## config.mk

```make
export PLATFORM = sky130hd
export DESIGN_NAME = dma_req_pacer
export DESIGN_NICKNAME = d
export VERILOG_FILES = /design/src/rtl/dma_hs_pkg.sv /design/src/rtl/dma_hs_datapath.sv /design/src/rtl/dma_hs_ctrl.sv /design/src/rtl/dma_req_pacer.sv
export SDC_FILE = /design/constraint.sdc
export NUM_CORES = 1
export LEC_CHECK = 0
export ABC_AREA = 1
export ABC_CLOCK_PERIOD_IN_PS = 2050
export BUFFER_PORTS_ARGS = -buffer_cell sky130_fd_sc_hd__buf_4
export CAP_MARGIN = 10
export CORE_AREA = 2 2 113 115
export DETAILED_ROUTE_END_ITERATION = 8
export DIE_AREA = 0 0 115 117
export MAX_ROUTING_LAYER = met4
export SLEW_MARGIN = 10
export SYNTH_ARGS = -nofsm -noshare
export SYNTH_HDL_FRONTEND = slang
export SYNTH_SLANG_ARGS = --single-unit
```

## constraint.sdc

```tcl
create_clock -name clk -period 2.05 [get_ports clk]
set_clock_uncertainty 0.05 [all_clocks]
set_input_delay 0.1025 -clock clk [delete_from_list [all_inputs] [get_ports clk]]
set_output_delay 0.1025 -clock clk [all_outputs]
set_load 0.02 [all_outputs]
```

## src/rtl/dma_hs_pkg.sv

```systemverilog
package dma_hs_pkg;

  typedef enum logic [2:0] {
    ST_IDLE,
    ST_XFER,
    ST_GAP,
    ST_HS_WAIT,
    ST_HS_ACK
  } pacerState_t;

  typedef struct packed {
    logic clear;
    logic loadCfg;
    logic countBeat;
    logic loadTimer;
    logic tickTimer;
  } ctlStrobes_t;

endpackage

```

## src/rtl/dma_hs_datapath.sv

```systemverilog
module dma_hs_datapath
  import dma_hs_pkg::*;
#(
  parameter int LEN_W  = 8,
  parameter int WAIT_W = 8
) (
  input  logic              clk,
  input  logic              rst,
  input  ctlStrobes_t       stb,
  input  logic [LEN_W-1:0]  blockLen,
  input  logic [WAIT_W-1:0] waitCyc,
  input  logic              modeIn,
  output logic              isLastBeat,
  output logic              waitZero,
  output logic              timerOne,
  output logic              hsMode
);

  localparam logic [LEN_W-1:0]  LEN_ONE  = LEN_W'(1);
  localparam logic [WAIT_W-1:0] WAIT_ONE = WAIT_W'(1);

  logic [LEN_W-1:0]  lenQ;
  logic [LEN_W-1:0]  beatCnt;
  logic [WAIT_W-1:0] waitQ;
  logic [WAIT_W-1:0] gapTimer;
  logic              modeQ;
  logic [LEN_W-1:0]  lenMinusOne;

  // Length and mode captured only at block start
  always_ff @(posedge clk) begin
    if (rst) begin
      lenQ  <= LEN_ONE;
      waitQ <= '0;
      modeQ <= 1'b0;
    end else if (stb.loadCfg) begin
      lenQ  <= (blockLen == '0) ? LEN_ONE : blockLen;
      waitQ <= waitCyc;
      modeQ <= modeIn;
    end
  end

  always_ff @(posedge clk) begin
    if (rst || stb.clear || stb.loadCfg) begin
      beatCnt <= '0;
    end else if (stb.countBeat) begin
      beatCnt <= beatCnt + LEN_ONE;
    end
  end

  always_ff @(posedge clk) begin
    if (rst || stb.clear) begin
      gapTimer <= '0;
    end else if (stb.loadTimer) begin
      gapTimer <= waitQ;
    end else if (stb.tickTimer) begin
      gapTimer <= gapTimer - WAIT_ONE;
    end
  end

  assign lenMinusOne = lenQ - LEN_ONE;
  assign isLastBeat  = (beatCnt == lenMinusOne);
  assign waitZero    = (waitQ == '0);
  assign timerOne    = (gapTimer == WAIT_ONE);
  assign hsMode      = modeQ;

  AST_NO_OVERFLOW: assert property (@(posedge clk) disable iff (rst)
    stb.countBeat |-> (beatCnt < lenMinusOne));

  AST_TIMER_NO_UNDERFLOW: assert property (@(posedge clk) disable iff (rst)
    stb.tickTimer |-> (gapTimer != '0));

endmodule

```

## src/rtl/dma_hs_ctrl.sv

```systemverilog
module dma_hs_ctrl
  import dma_hs_pkg::*;
(
  input  logic        clk,
  input  logic        rst,
  input  logic        chanEn,
  input  logic        extReq,
  input  logic        active,
  input  logic        beatDone,
  input  logic        isLastBeat,
  input  logic        waitZero,
  input  logic        timerOne,
  input  logic        hsMode,
  output ctlStrobes_t stb,
  output logic        drq,
  output logic        lastOut,
  output logic        ack
);

  pacerState_t st, stNxt;
  logic        activeQ;
  logic        activeFell;

  always_ff @(posedge clk) begin
    if (rst) begin
      st      <= ST_IDLE;
      activeQ <= 1'b0;
    end else begin
      st      <= stNxt;
      activeQ <= active;
    end
  end

  assign activeFell = activeQ && !active;

  always_comb begin
    stNxt = st;
    stb   = '0;
    if (!chanEn) begin
      stb.clear = 1'b1;
      stNxt     = ST_IDLE;
    end else begin
      case (st)
        ST_IDLE: begin
          if (extReq) begin
            stb.loadCfg = 1'b1;
            stNxt       = ST_XFER;
          end
        end
        ST_XFER: begin
          if (beatDone) begin
            if (!isLastBeat) begin
              stb.countBeat = 1'b1;
            end else if (hsMode) begin
              stNxt = ST_HS_WAIT;
            end else if (waitZero) begin
              stNxt = ST_IDLE;
            end else begin
              stb.loadTimer = 1'b1;
              stNxt         = ST_GAP;
            end
          end
        end
        ST_GAP: begin
          stb.tickTimer = 1'b1;
          if (timerOne) stNxt = ST_IDLE;
        end
        ST_HS_WAIT: begin
          if (active) stNxt = ST_HS_ACK;
        end
        ST_HS_ACK: begin
          if (activeFell) stNxt = ST_IDLE;
        end
        default: stNxt = ST_IDLE;
      endcase
    end
  end

  assign drq     = (st == ST_XFER);
  assign lastOut = drq && hsMode && isLastBeat;
  assign ack     = (st == ST_HS_ACK);

  AST_DISABLE_CLEARS: assert property (@(posedge clk) disable iff (rst)
    !chanEn |=> (!drq && !lastOut && !ack));

  AST_BLOCK_END: assert property (@(posedge clk) disable iff (rst)
    (chanEn && drq && beatDone && isLastBeat) |=> !drq);

  AST_ACK_HOLD: assert property (@(posedge clk) disable iff (rst)
    (chanEn && ack && active) |=> (ack && !drq));

  AST_ACK_RELEASE: assert property (@(posedge clk) disable iff (rst)
    (chanEn && ack && $fell(active)) |=> !ack);

  AST_LAST_HS_ONLY: assert property (@(posedge clk) disable iff (rst)
    lastOut |-> hsMode);

endmodule

```

## src/rtl/dma_req_pacer.sv

```systemverilog
module dma_req_pacer
  import dma_hs_pkg::*;
#(
  parameter int LEN_W  = 8,
  parameter int WAIT_W = 8
) (
  input  logic              clk,
  input  logic              rst,
  input  logic              chanEn,
  input  logic [1:0]        modeSel,
  input  logic [LEN_W-1:0]  blockLen,
  input  logic [WAIT_W-1:0] waitCyc,
  input  logic              srcExtReq,
  input  logic              srcActive,
  input  logic              srcBeatDone,
  input  logic              dstExtReq,
  input  logic              dstActive,
  input  logic              dstBeatDone,
  output logic              srcDrq,
  output logic              srcLast,
  output logic              srcAck,
  output logic              dstDrq,
  output logic              dstLast,
  output logic              dstAck
);

  localparam int SIDES = 2;

  logic [SIDES-1:0] extReqV, activeV, beatDoneV;
  logic [SIDES-1:0] drqV, lastV, ackV;

  assign extReqV   = {dstExtReq, srcExtReq};
  assign activeV   = {dstActive, srcActive};
  assign beatDoneV = {dstBeatDone, srcBeatDone};

  for (genvar s = 0; s < SIDES; s++) begin : g_side
    ctlStrobes_t stb;
    logic        isLastBeat, waitZero, timerOne, hsMode;

    dma_hs_datapath #(.LEN_W(LEN_W), .WAIT_W(WAIT_W)) u_dp (
      .clk        (clk),
      .rst        (rst),
      .stb        (stb),
      .blockLen   (blockLen),
      .waitCyc    (waitCyc),
      .modeIn     (modeSel[s]),
      .isLastBeat (isLastBeat),
      .waitZero   (waitZero),
      .timerOne   (timerOne),
      .hsMode     (hsMode)
    );

    dma_hs_ctrl u_ctrl (
      .clk        (clk),
      .rst        (rst),
      .chanEn     (chanEn),
      .extReq     (extReqV[s]),
      .active     (activeV[s]),
      .beatDone   (beatDoneV[s]),
      .isLastBeat (isLastBeat),
      .waitZero   (waitZero),
      .timerOne   (timerOne),
      .hsMode     (hsMode),
      .stb        (stb),
      .drq        (drqV[s]),
      .lastOut    (lastV[s]),
      .ack        (ackV[s])
    );
  end

  assign srcDrq  = drqV[0];
  assign srcLast = lastV[0];
  assign srcAck  = ackV[0];
  assign dstDrq  = drqV[1];
  assign dstLast = lastV[1];
  assign dstAck  = ackV[1];

endmodule

```

==> summary.md, run 1 <==
| Metric | Value |
|---|---|
| Multi-input gate area | 2460 um2 |
| Max-slew violation count | 0 |
| Routed Antenna Nets | 0 |
| Max Cap Violations | 0 |
| Most frequent cells after synthesis | 135 x nand2_1, 80 x inv_1, 74 x dfxtp_1 |
| Crit path time final | 2.00 ns |
| Share of the synthesized area in the top cell type | 0.353 |
| CTS root buf | clkbuf_16 |
| Reg clk slew, reported paths | 0.06 ns |
| Main synth FF type | dfxtp_1 |
| Final Wtd Congestion | 0.827 |
| Max Freq | 499 MHz |
| CP top delay family | simple AND/OR/NAND/NOR gates |
| Dominant cell type by area after synthesis | dfxtp_1 |
| Mapped Nets | 658 |
| H-Tree Depth | 3 |
| Vias in the first global route | 3878 |
| Worst R2R Setup Slack | 0.06 ns |
| GRT Total Usage | 0.170 |
| Vias | 4070 |
| CTS tree | yes |
| Unrepaired setup endpoints after global routing | yes |
| Mapped Area | 4200 um2 |
| Cell variety after synth | 34 |
| Outcome | complete, no violations |
| First-pass GRT wire length | 17800 um |
| Final Hold Vio Count | 0 |
| Min-delay src | waitCyc[4] |
| Worst-Margin Slew | 0.631 ns |
| Hold WS | 0.0144 ns |
| CTS max path bufs | 2 |
| EDFF count, synth | 0 |
| Buf+Inv Stages, Crit Path | 2 |
| Initial antenna violation count | 0 |
| R2r worst-path depth | 16 |
| Num CTS Buffers | 9 |
| Starting Density | 0.341 |
| Dpl hpwl | 7590 um |
| Lkg Pwr | 2.24 nW |
| FF+latch count, synth | 74 |
| PwrDens | 763 nW/um2 |
| CP Class | flip-flop to primary output |
| HP Class | input port to flip-flop |
| Worst hold stages | 3 |
| Slowest CP cell | dfxtp_2 |
| Critical-path cell list | inv_2 -> ha_4 -> or2_4 -> nand2_2 -> nand2_1 -> nand2_1 -> nand3_2 -> nor2_4 -> nand2_2 -> nor3_2 -> buf_4 |
| Most frequent cell after synthesis | nand2_1 |
| Yosys warnings | 0 |
| Max transition margin | 0.579 |
| Drc violations | 0 |
| Post-Synthesis Cells | 623 |
| Share of layout cells above drive strength 1 | 0.204 |
| Clock Latency Late Sink | 0.34 ns |
| CORE AREA | 12300 um2 |
| Syn Area/Cell | 6.74 um2 |
| Asr flop ratio synth | 0 |
| Crit end category | primary output |
| DIE WIDTH | 115 um |
| Drt via density | 4.86 |
| Ant. Diodes | 0 |
| Initial DRT Pass Iterations | 5 |
| Final nets | 717 |
| Hold path endpoint | g_side[0].u_dp.waitQ[4] |
| DRT Wirelength | 10600 um |
| Die height | 117 um |
| Iter 0 DRT Violations | 197 |
| FP Rows | 41 |
| R2r endpoint | g_side[0].u_ctrl.st[1] |
| Largest cells by area after synthesis | dfxtp_1 35%, nand2_1 12%, a21oi_1 8.6% |
| Worst EP required | 1.90 ns |
| Worst vdd ir | 0.575 mV |
| Final cell count without fillers | 837 |
| Register area share after synthesis | 0.353 |
| CTS sink cnt | 74 |
| CP max FO | 3 |
| PortBufs | 32 |
| Placed insts | 797 |
| Fill cells | 1299 |
| Largest net degree at the start of global routing | 32 |
| Startpoint types | flip-flop |
| Critical path arrival | 1.85 ns |
| Critical R2R Launch | g_side[0].u_dp.lenQ[0] |
| WL/cell | 12.6 um |
| # IOs | 33 |
| Die Area | 13500 um2 |
| Setup Viol. Count Final | 0 |
| Register area | 1490 um2 |
| CP max stage delay | 0.33 ns |
| Gr ovfl total | 0 |
| Period utilization | 0.978 |
| P&R area growth vs syn | 26.2% |
==> through the flow <==
| stage | power, mW | utilization | setup WS (ns) | cell area, um2 | setup TNS, ns |
|---|---|---|---|---|---|
| floorplan | 2.00 | - | 0.0952 | 4200 | 0 |
| global placement | 2.16 | 0.374 | 0.105 | 4600 | 0 |
| detailed placement | 2.17 | 0.374 | 0.0451 | 4600 | 0 |
| CTS | 4.00 | 0.417 | 0.00369 | 5140 | 0 |
| global route | 4.24 | 0.430 | -0.0741 | 5300 | -0.307 |
| finish | 4.04 | 0.430 | 0.0451 | 5300 | 0 |
==> cells in the final DEF, fill, tap and decap left out, types with 4 or more instances in the layout <==
cell type	n
nand2_1	127
inv_1	75
a21oi_1	72
dfxtp_1	70
buf_4	54
o21ai_0	44
nor2_1	43
nand3_1	30
xor2_1	20
nand4_1	14
inv_2	12
nor3_1	12
nor2_2	9
nand2_2	9
nand3_2	9
clkbuf_16	9
nor2_4	8
dlygate4sd3_1	7
xnor2_1	6
nand2_4	6
o21ai_1	6
ha_1	6
o211ai_1	4
dfxtp_2	4
==> tightest hold or removal path, cell delays in order <==
cell     delay (ns)
buf_4          0.09
o21ai_0        0.07
a21oi_1        0.10
==> layout make-up <==
type | count | area share
clock buffers | 10 | 0.0451
clock inverters | 6 | 0.0168
inverters | 90 | 0.0642
multi-input cells | 444 | 0.464
flip-flops and latches | 74 | 0.281
well taps | 150 | 0.0354
repair buffers | 63 | 0.0940
==> flip-flops by register name, indices dropped and copies added (netlist names) <==
name	flops
g_side.u_dp.lenQ	16
g_side.u_ctrl.st	6
g_side.u_dp.gapTimer	16
g_side.u_dp.beatCnt	16
g_side.u_ctrl.activeQ	2
g_side.u_dp.hsMode	2
g_side.u_dp.waitQ	16
==> worst max-delay path by stage <==
stage / endpoint / cells after the start / from
after floorplan: dstLast / 11 / g_side[1].u_dp.lenQ[0]
after global placement: g_side[0].u_dp.beatCnt[7] / 13 / g_side[0].u_dp.lenQ[0]
after detailed placement: g_side[0].u_dp.beatCnt[1] / 11 / g_side[0].u_dp.lenQ[1]
after CTS: srcLast / 11 / g_side[0].u_dp.lenQ[0]
after global routing: srcLast / 11 / g_side[0].u_dp.lenQ[1]
final: srcLast / 11 / g_side[0].u_dp.lenQ[0]
==> where the power goes <==
| part | internal (mW) | total [mW] | switching (mW) |
|---|---|---|---|
| combinational | 0.313 | 0.760 | 0.447 |
| clock | 1.10 | 1.73 | 0.629 |
| sequential | 1.51 | 1.55 | 0.0483 |
==> kinds of logic (layout without fill, tap and decap cells) <==
group,Yosys count,after routing,share of synthesized area
buffers and inverters,106,169,0.101
adder cells (fa/ha/maj),8,8,0.0238
XOR/XNOR,26,26,0.0542
AO/OA/AOI/OAI,131,131,0.161
AND/OR/NAND/NOR,278,279,0.307
flip-flops,74,74,0.353
==> per-layer routing <==
metal | GRT usage | part of all wire | vias to the layer above
met5 | - | 0 | -
met4 | 0.0386 | 0.0093 | 0
met3 | 0.0366 | 0.030 | 8
met2 | 0.288 | 0.48 | 63
met1 | 0.208 | 0.48 | 1852
li1 | - | - | 2147
==> timing repair <==
action,in CTS,in global routing
gates cloned,0,1
endpoints found under the hold margin,7,0
pin swaps,11,23
setup buffers,10,6
setup endpoints to repair,2,31
resized for setup,20,29
hold buffers,7,0
No activity file was read; power rests on OpenSTA's default activity.
==> run 2: changes to the inputs <==
- CELL_PAD_IN_SITES_DETAIL_PLACEMENT: unset -> 0
- CELL_PAD_IN_SITES_GLOBAL_PLACEMENT: unset -> 1
- PLACE_DENSITY_LB_ADDON: unset -> 0.1
==> summary.md, run 2 (synthesized netlist as in run 1, its figures left out) <==
| Metric | Value |
|---|---|
| CTS sink cnt | 74 |
| Routed Antenna Nets | 0 |
| Initial DRT Pass Iterations | 4 |
| Register area | 1490 um2 |
| Starting Density | 0.341 |
| DIE WIDTH | 115 um |
| Ant. Diodes | 0 |
| Startpoint types | flip-flop |
| Most common cell after layout, fill and taps aside | nand2_1 |
| H-Tree Depth | 3 |
| Final Wtd Congestion | 0.838 |
| Worst hold stages | 3 |
| Largest net degree at the start of global routing | 32 |
| Lkg Pwr | 2.21 nW |
| P&R area growth vs syn | 23.4% |
| Share of layout cells above drive strength 1 | 0.189 |
| Design area | 5180 um2 |
| Hold path endpoint | g_side[1].u_dp.lenQ[5] |
| Num CTS Buffers | 9 |
| Slowest CP cell | dfxtp_2 |
| Clock Latency Late Sink | 0.34 ns |
| Critical Path Most Common Cell | nand2_1 |
| Max Cap Violations | 0 |
| Min-delay src | blockLen[5] |
| Max-slew violation count | 0 |
| Crit end category | primary output |
| Initial antenna violation count | 0 |
| Worst EP required | 1.90 ns |
| R2r endpoint | g_side[1].u_dp.gapTimer[5] |
| Drt via density | 4.80 |
| Vias in the first global route | 3729 |
| Outcome | complete, no violations |
| CP top delay family | simple AND/OR/NAND/NOR gates |
| Critical Path Start | g_side[0].u_dp.lenQ[0] |
| Most frequent cells in the layout | 130 x nand2_1, 75 x inv_1, 71 x a21oi_1 |
| CTS root buf | clkbuf_16 |
| CP Class | flip-flop to primary output |
| Worst-Margin Slew | 0.633 ns |
| Gr ovfl total | 0 |
| # IOs | 33 |
| Cell Area, Placed | 4630 um2 |
| Final Hold Vio Count | 0 |
| Reg clk slew, reported paths | 0.06 ns |
| CTS tree | yes |
| Iter 0 DRT Violations | 174 |
| DRT Wirelength | 10700 um |
| Die Area | 13500 um2 |
| Unrepaired setup endpoints after global routing | yes |
| CORE AREA | 12300 um2 |
| Fill cells | 1301 |
| Tot Pwr | 3.84 mW |
| Die height | 117 um |
| PortBufs | 32 |
| CP max stage delay | 0.33 ns |
| Setup Viol. Count Final | 0 |
| GRT Total Usage | 0.173 |
| Period utilization | 0.968 |
| Vias | 3997 |
| CP max FO | 3 |
| Critical R2R Launch | g_side[1].u_dp.lenQ[0] |
| Drc violations | 0 |
| Multi-input gate area | 2410 um2 |
| CTS max path bufs | 2 |
| Max Freq | 504 MHz |
| HP Class | input port to flip-flop |
| R2r worst-path depth | 12 |
| First-pass GRT wire length | 17800 um |
| Worst vdd ir | 0.337 mV |
| Worst R2R Setup Slack | 0.17 ns |
| Crit path time final | 1.98 ns |
| Critical path arrival | 1.83 ns |
| FP Rows | 41 |
| WL/cell | 12.8 um |
| Dpl hpwl | 8020 um |
| Final nets | 714 |
| PwrDens | 741 nW/um2 |
| Critical-path cell list | inv_2 -> ha_4 -> or2_1 -> nand2_1 -> nand2_1 -> nand2_1 -> nand3_2 -> nor2_4 -> nand2_2 -> nor3_2 -> buf_4 |
| Buf+Inv Stages, Crit Path | 2 |
| Max transition margin | 0.577 |
[run 2: cell count changes in the layout (fill, tap and decap cells not counted), moves of 2 or more]
cell / before / now
nand2_4: 6 / 3
nor2_1: 43 / 45
nand3_2: 9 / 6
clkinvlp_4: 2 / 0
nand3_1: 30 / 32
nand2_1: 127 / 130
buf_6: 2 / 0
clkbuf_1: 0 / 2
[run 2: worst max-delay path by stage]
stage | end | slack (ns) | cells past startpoint
final | srcLast | 0.07 | 11
after global placement | g_side[0].u_dp.beatCnt[5] | 0.04 | 11
after global routing | srcLast | -0.05 | 12
after floorplan | dstLast | 0.1 | 11
after detailed placement | g_side[0].u_dp.beatCnt[2] | 0.005 | 11
after CTS | srcLast | -0.02 | 11
[run 2: what timing repair did]
| action | 4_1_cts | 5_1_grt |
|---|---|---|
| pin swaps | 8 | 18 |
| hold buffers | 6 | 0 |
| buffers inserted | 7 | 4 |
| gates resized for setup | 18 | 17 |
| setup endpoints to repair | 4 | 33 |
| gates cloned | 0 | 0 |
| hold endpoints to repair | 7 | 0 |
[run 2: stage by stage]
| stage | setup slack [ns] | TNS (ns) | hold WS [ns] | instances | utilization |
|---|---|---|---|---|---|
| after floorplan | 0.0952 | 0 | 0.177 | 623 | - |
| after global placement | 0.0365 | 0 | 0.285 | 801 | 0.376 |
| after detailed placement | 0.00498 | 0 | 0.298 | 801 | 0.376 |
| after CTS | -0.0194 | -0.0194 | 0.00363 | 829 | 0.414 |
| after global routing | -0.0529 | -0.0933 | 0.0129 | 833 | 0.421 |
| final | 0.0659 | 0 | 0.00973 | 833 | 0.421 |
[run 2: per-layer routing]
| layer | GRT usage | part of all wire |
|---|---|---|
| met2 | 0.275 | 0.46 |
| met1 | 0.223 | 0.50 |
| met5 | - | 0 |
| met3 | 0.0257 | 0.025 |
| met4 | 0.0659 | 0.016 |
[run 2: power breakdown]
| part | leakage (nW) | switching, mW | internal (mW) | total (mW) |
|---|---|---|---|---|
| sequential | 0.603 | 0.0466 | 1.51 | 1.55 |
| combinational | 1.46 | 0.421 | 0.295 | 0.715 |
| clock | 0.142 | 0.604 | 0.966 | 1.57 |
| total | 2.21 | 1.07 | 2.77 | 3.84 |
[run 2: final cells by class]
| type | count | share of cell area |
|---|---|---|
| clock inverters | 3 | 0.00773 |
| multi-input cells | 443 | 0.465 |
| repair buffers | 61 | 0.0913 |
| flip-flops and latches | 74 | 0.287 |
| inverters | 90 | 0.0652 |
| clock buffers | 12 | 0.0476 |
| well taps | 150 | 0.0362 |
[run 2: tightest hold or removal path, delay by kind of cell]
family	cells	cell delay (ns)
buf+inv	1	0.12
compound gates	1	0.06
simple gates	1	0.06
==> run 3: changes to the inputs <==
- ABC_AREA: 1 -> 0
- CORE_AREA: 2 2 113 115 -> 2 2 109 111
- DIE_AREA: 0 0 115 117 -> 0 0 111 113
==> summary.md, run 3 <==
| Metric | Value |
|---|---|
| Outcome | complete, but fails checks |
| Failing checks | negative setup slack |
| Place WS | -0.432 ns |
| CP Class | flip-flop to primary output |
| # IOs | 33 |
| Setup_tns | -9.67 ns |
| HP Class | input port to flip-flop |
| Num CTS Buffers | 9 |
| Logic pwr share | 0.163 |
| Die Area | 12500 um2 |
| Reg clk slew, reported paths | 0.06 ns |
| CTS max path bufs | 2 |
| Slowest CP cell | a2111o_1 |
| Sw power | 0.985 mW |
| PortBufs | 32 |
| P&R area growth vs syn | 42.4% |
| Die height | 113 um |
| Final Wtd Congestion | 0.779 |
| Dominant cell type by area after synthesis | dfxtp_1 |
| Power Internal | 2.90 mW |
| Synth Area in XOR/XNOR | 0.0675 |
| Sw Share | 0.253 |
| Cell variety after synth | 54 |
| H-Tree Depth | 3 |
| FP Rows | 39 |
| Share of layout cells above drive strength 1 | 0.282 |
| Crit end category | primary output |
| Vias in the first global route | 3764 |
| Critical-path cell list | inv_2 -> ha_4 -> or3b_4 -> o31a_1 -> a2111o_1 -> a211oi_2 -> buf_6 -> and3_4 -> buf_6 |
| Lkg Pwr | 2.12 nW |
| DRT Wirelength | 11000 um |
| Hold WS | 0.0286 ns |
| Drt via density | 5.23 |
| Register share of total power | 0.390 |
| Hold path endpoint | g_side[0].u_ctrl.st[1] |
| Most frequent cells in the layout | 86 x buf_4, 81 x nand2_1, 66 x dfxtp_1 |
| Max transition margin | 0.693 |
| Drc violations | 0 |
| Max Cap Violations | 0 |
| Mux contribution to synthesized area | 0.00257 |
| Gr ovfl total | 0 |
| Post-Synth Adder-Cell Area | 0.0257 |
| CTS root buf | clkbuf_16 |
| Setup Viol. Count Final | 30 |
| Register area | 1490 um2 |
| Iter 0 DRT Violations | 170 |
| Most frequent cell after synthesis | nand2_1 |
| Mapped Area | 3890 um2 |
| Initial antenna violation count | 0 |
| CTS sink cnt | 74 |
| GRT Total Usage | 0.182 |
| Simple-Gate Fraction of Synth Area | 0.290 |
| Fill cells | 1068 |
| Largest net degree at the start of global routing | 23 |
| Post-layout util | 0.492 |
| Worst-Margin Slew | 0.459 ns |
| CORE AREA | 11300 um2 |
| Yosys warnings | 0 |
| Worst R2R Setup Slack | -0.52 ns |
| Critical R2R Launch | g_side[1].u_dp.lenQ[1] |
| Clock Latency Late Sink | 0.34 ns |
| Critical Path Most Common Cell | buf_6 |
| Asr flop ratio synth | 0 |
| Unrepaired setup endpoints after global routing | yes |
| Most common cell after layout, fill and taps aside | buf_4 |
| Share of the synthesized area in the top cell type | 0.381 |
| First-pass GRT wire length | 18300 um |
| Critical path arrival | 2.49 ns |
| EDFF count, synth | 0 |
| CP max FO | 2 |
| Post-synthesis compound-gate area fraction | 0.191 |
| Min setup slack post-route | -0.596 ns |
| Routed Antenna Nets | 0 |
| Worst hold stages | 3 |
| Main synth FF type | dfxtp_1 |
| R2r worst-path depth | 11 |
| CP max stage delay | 0.38 ns |
| Starting Density | 0.345 |
| Most frequent cells after synthesis | 82 x nand2_1, 74 x dfxtp_1, 58 x a21oi_1 |
| DIE WIDTH | 111 um |
| R2r endpoint | g_side[1].u_ctrl.st[0] |
| Dpl hpwl | 7440 um |
| Multi-input gate area | 2500 um2 |
| Max-slew violation count | 0 |
| Worst vdd ir | 0.380 mV |
| Period utilization | 1.29 |
| Largest cells by area after synthesis | dfxtp_1 38%, nand2_1 7.9%, a21oi_1 7.5% |
| Ant. Diodes | 0 |
| CTS tree | yes |
| Syn Area/Cell | 7.88 um2 |
| Final nets | 632 |
| Post-Synthesis Cells | 494 |
| Mapped Nets | 529 |
| PwrDens | 702 nW/um2 |
| Register area share after synthesis | 0.381 |
| Worst EP required | 1.90 ns |
| Final Hold Vio Count | 0 |
| Clock power frac | 0.447 |
| Startpoint types | flip-flop |
| FF+latch count, synth | 74 |
| WL/cell | 14.7 um |
| Critical Path Start | g_side[1].u_dp.lenQ[1] |
| Initial DRT Pass Iterations | 6 |
| Crit path time final | 2.65 ns |
| Max Freq | 378 MHz |
| Min-delay src | srcBeatDone |
| Largest family of logic cells by synthesized area | simple AND/OR/NAND/NOR gates |
| Vias | 3898 |
run 3: cell types whose count changed in the layout (fill, tap and decap cells not counted), moves of 9 or more:
| cell | change |
|---|---|
| buf_4 | +31 |
| xnor2_1 | +9 |
| inv_1 | -67 |
| or4_1 | +12 |
| nand2_1 | -49 |
| o21ai_0 | -39 |
| nor2_1 | -25 |
| inv_2 | -9 |
| dlygate4sd3_1 | +13 |
| a21oi_1 | -13 |
| buf_6 | +14 |
run 3: final cells by class:
class                   instances  area share
multi-input cells             381       0.452
flip-flops and latches         74       0.269
repair buffers                119       0.179
clock buffers                  10      0.0431
well taps                     143      0.0323
clock inverters                 6      0.0160
inverters                      12     0.00813
run 3: worst max path at each step:
stage / to / slack, ns / depth (start not counted)
after floorplan: dstLast / -0.45 / 9
after global placement: g_side[1].u_dp.gapTimer[1] / -0.39 / 9
after detailed placement: g_side[1].u_dp.gapTimer[1] / -0.43 / 9
after CTS: dstLast / -0.60 / 9
after global routing: dstLast / -0.68 / 9
final: dstLast / -0.60 / 9
run 3: kinds of logic (layout without fill, tap and decap cells):
kind of cell | count (synthesis) | count (layout)
and+or+nand+nor | 226 | 226
adders and majority gates | 8 | 8
xor gates and xnor gates | 30 | 30
DFF | 74 | 74
AOI/OAI and AO/OA | 116 | 116
buffers and inverters | 39 | 147
muxes | 1 | 1
run 3: what timing repair did:
| action | CTS | global route |
|---|---|---|
| buffers inserted | 12 | 2 |
| hold buffers | 19 | 0 |
| setup endpoints to repair | 36 | 38 |
| gates cloned | 1 | 0 |
| resized for setup | 48 | 22 |
| pin swaps | 11 | 17 |
| hold endpoints to repair | 34 | 0 |
run 3: power groups by stage:
stage	logic, mW	registers, mW	clock network (mW)
after floorplan	0.299	1.54	0
final	0.632	1.52	1.74
after global placement	0.483	1.54	0
after detailed placement	0.490	1.54	0
after global routing	0.689	1.52	1.84
after CTS	0.613	1.51	1.78
run 3: metal layers:
| layer | GRT usage | routed length [um] | up-vias | part of all wire |
|---|---|---|---|---|
| met3 | 0.0311 | 298 | 12 | 0.027 |
| met4 | 0.0650 | 168 | 0 | 0.015 |
| met5 | - | 0 | - | 0 |
| met1 | 0.234 | 5320 | 1848 | 0.48 |
| met2 | 0.290 | 5190 | 53 | 0.47 |
| li1 | - | - | 1985 | - |
run 3: metrics by stage:
stage / total power [mW] / area, um2 / std cells
6_report: 3.89 / 5540 / 745
5_1_grt: 4.05 / 5540 / 745
4_1_cts: 3.91 / 5450 / 744
3_5_place_dp: 2.03 / 4640 / 696
3_3_place_gp: 2.03 / 4640 / 696
2_1_floorplan: 1.84 / 3940 / 494
run 3: worst max-delay path: cells and delay by family, from the launching register on:
kind                       cells  cell delay, ns
AOI/OAI and AO/OA              3            0.86
buffers and inverters          3            0.30
DFF                            1            0.32
and+or+nand+nor                2            0.54
adders and majority gates      1            0.12
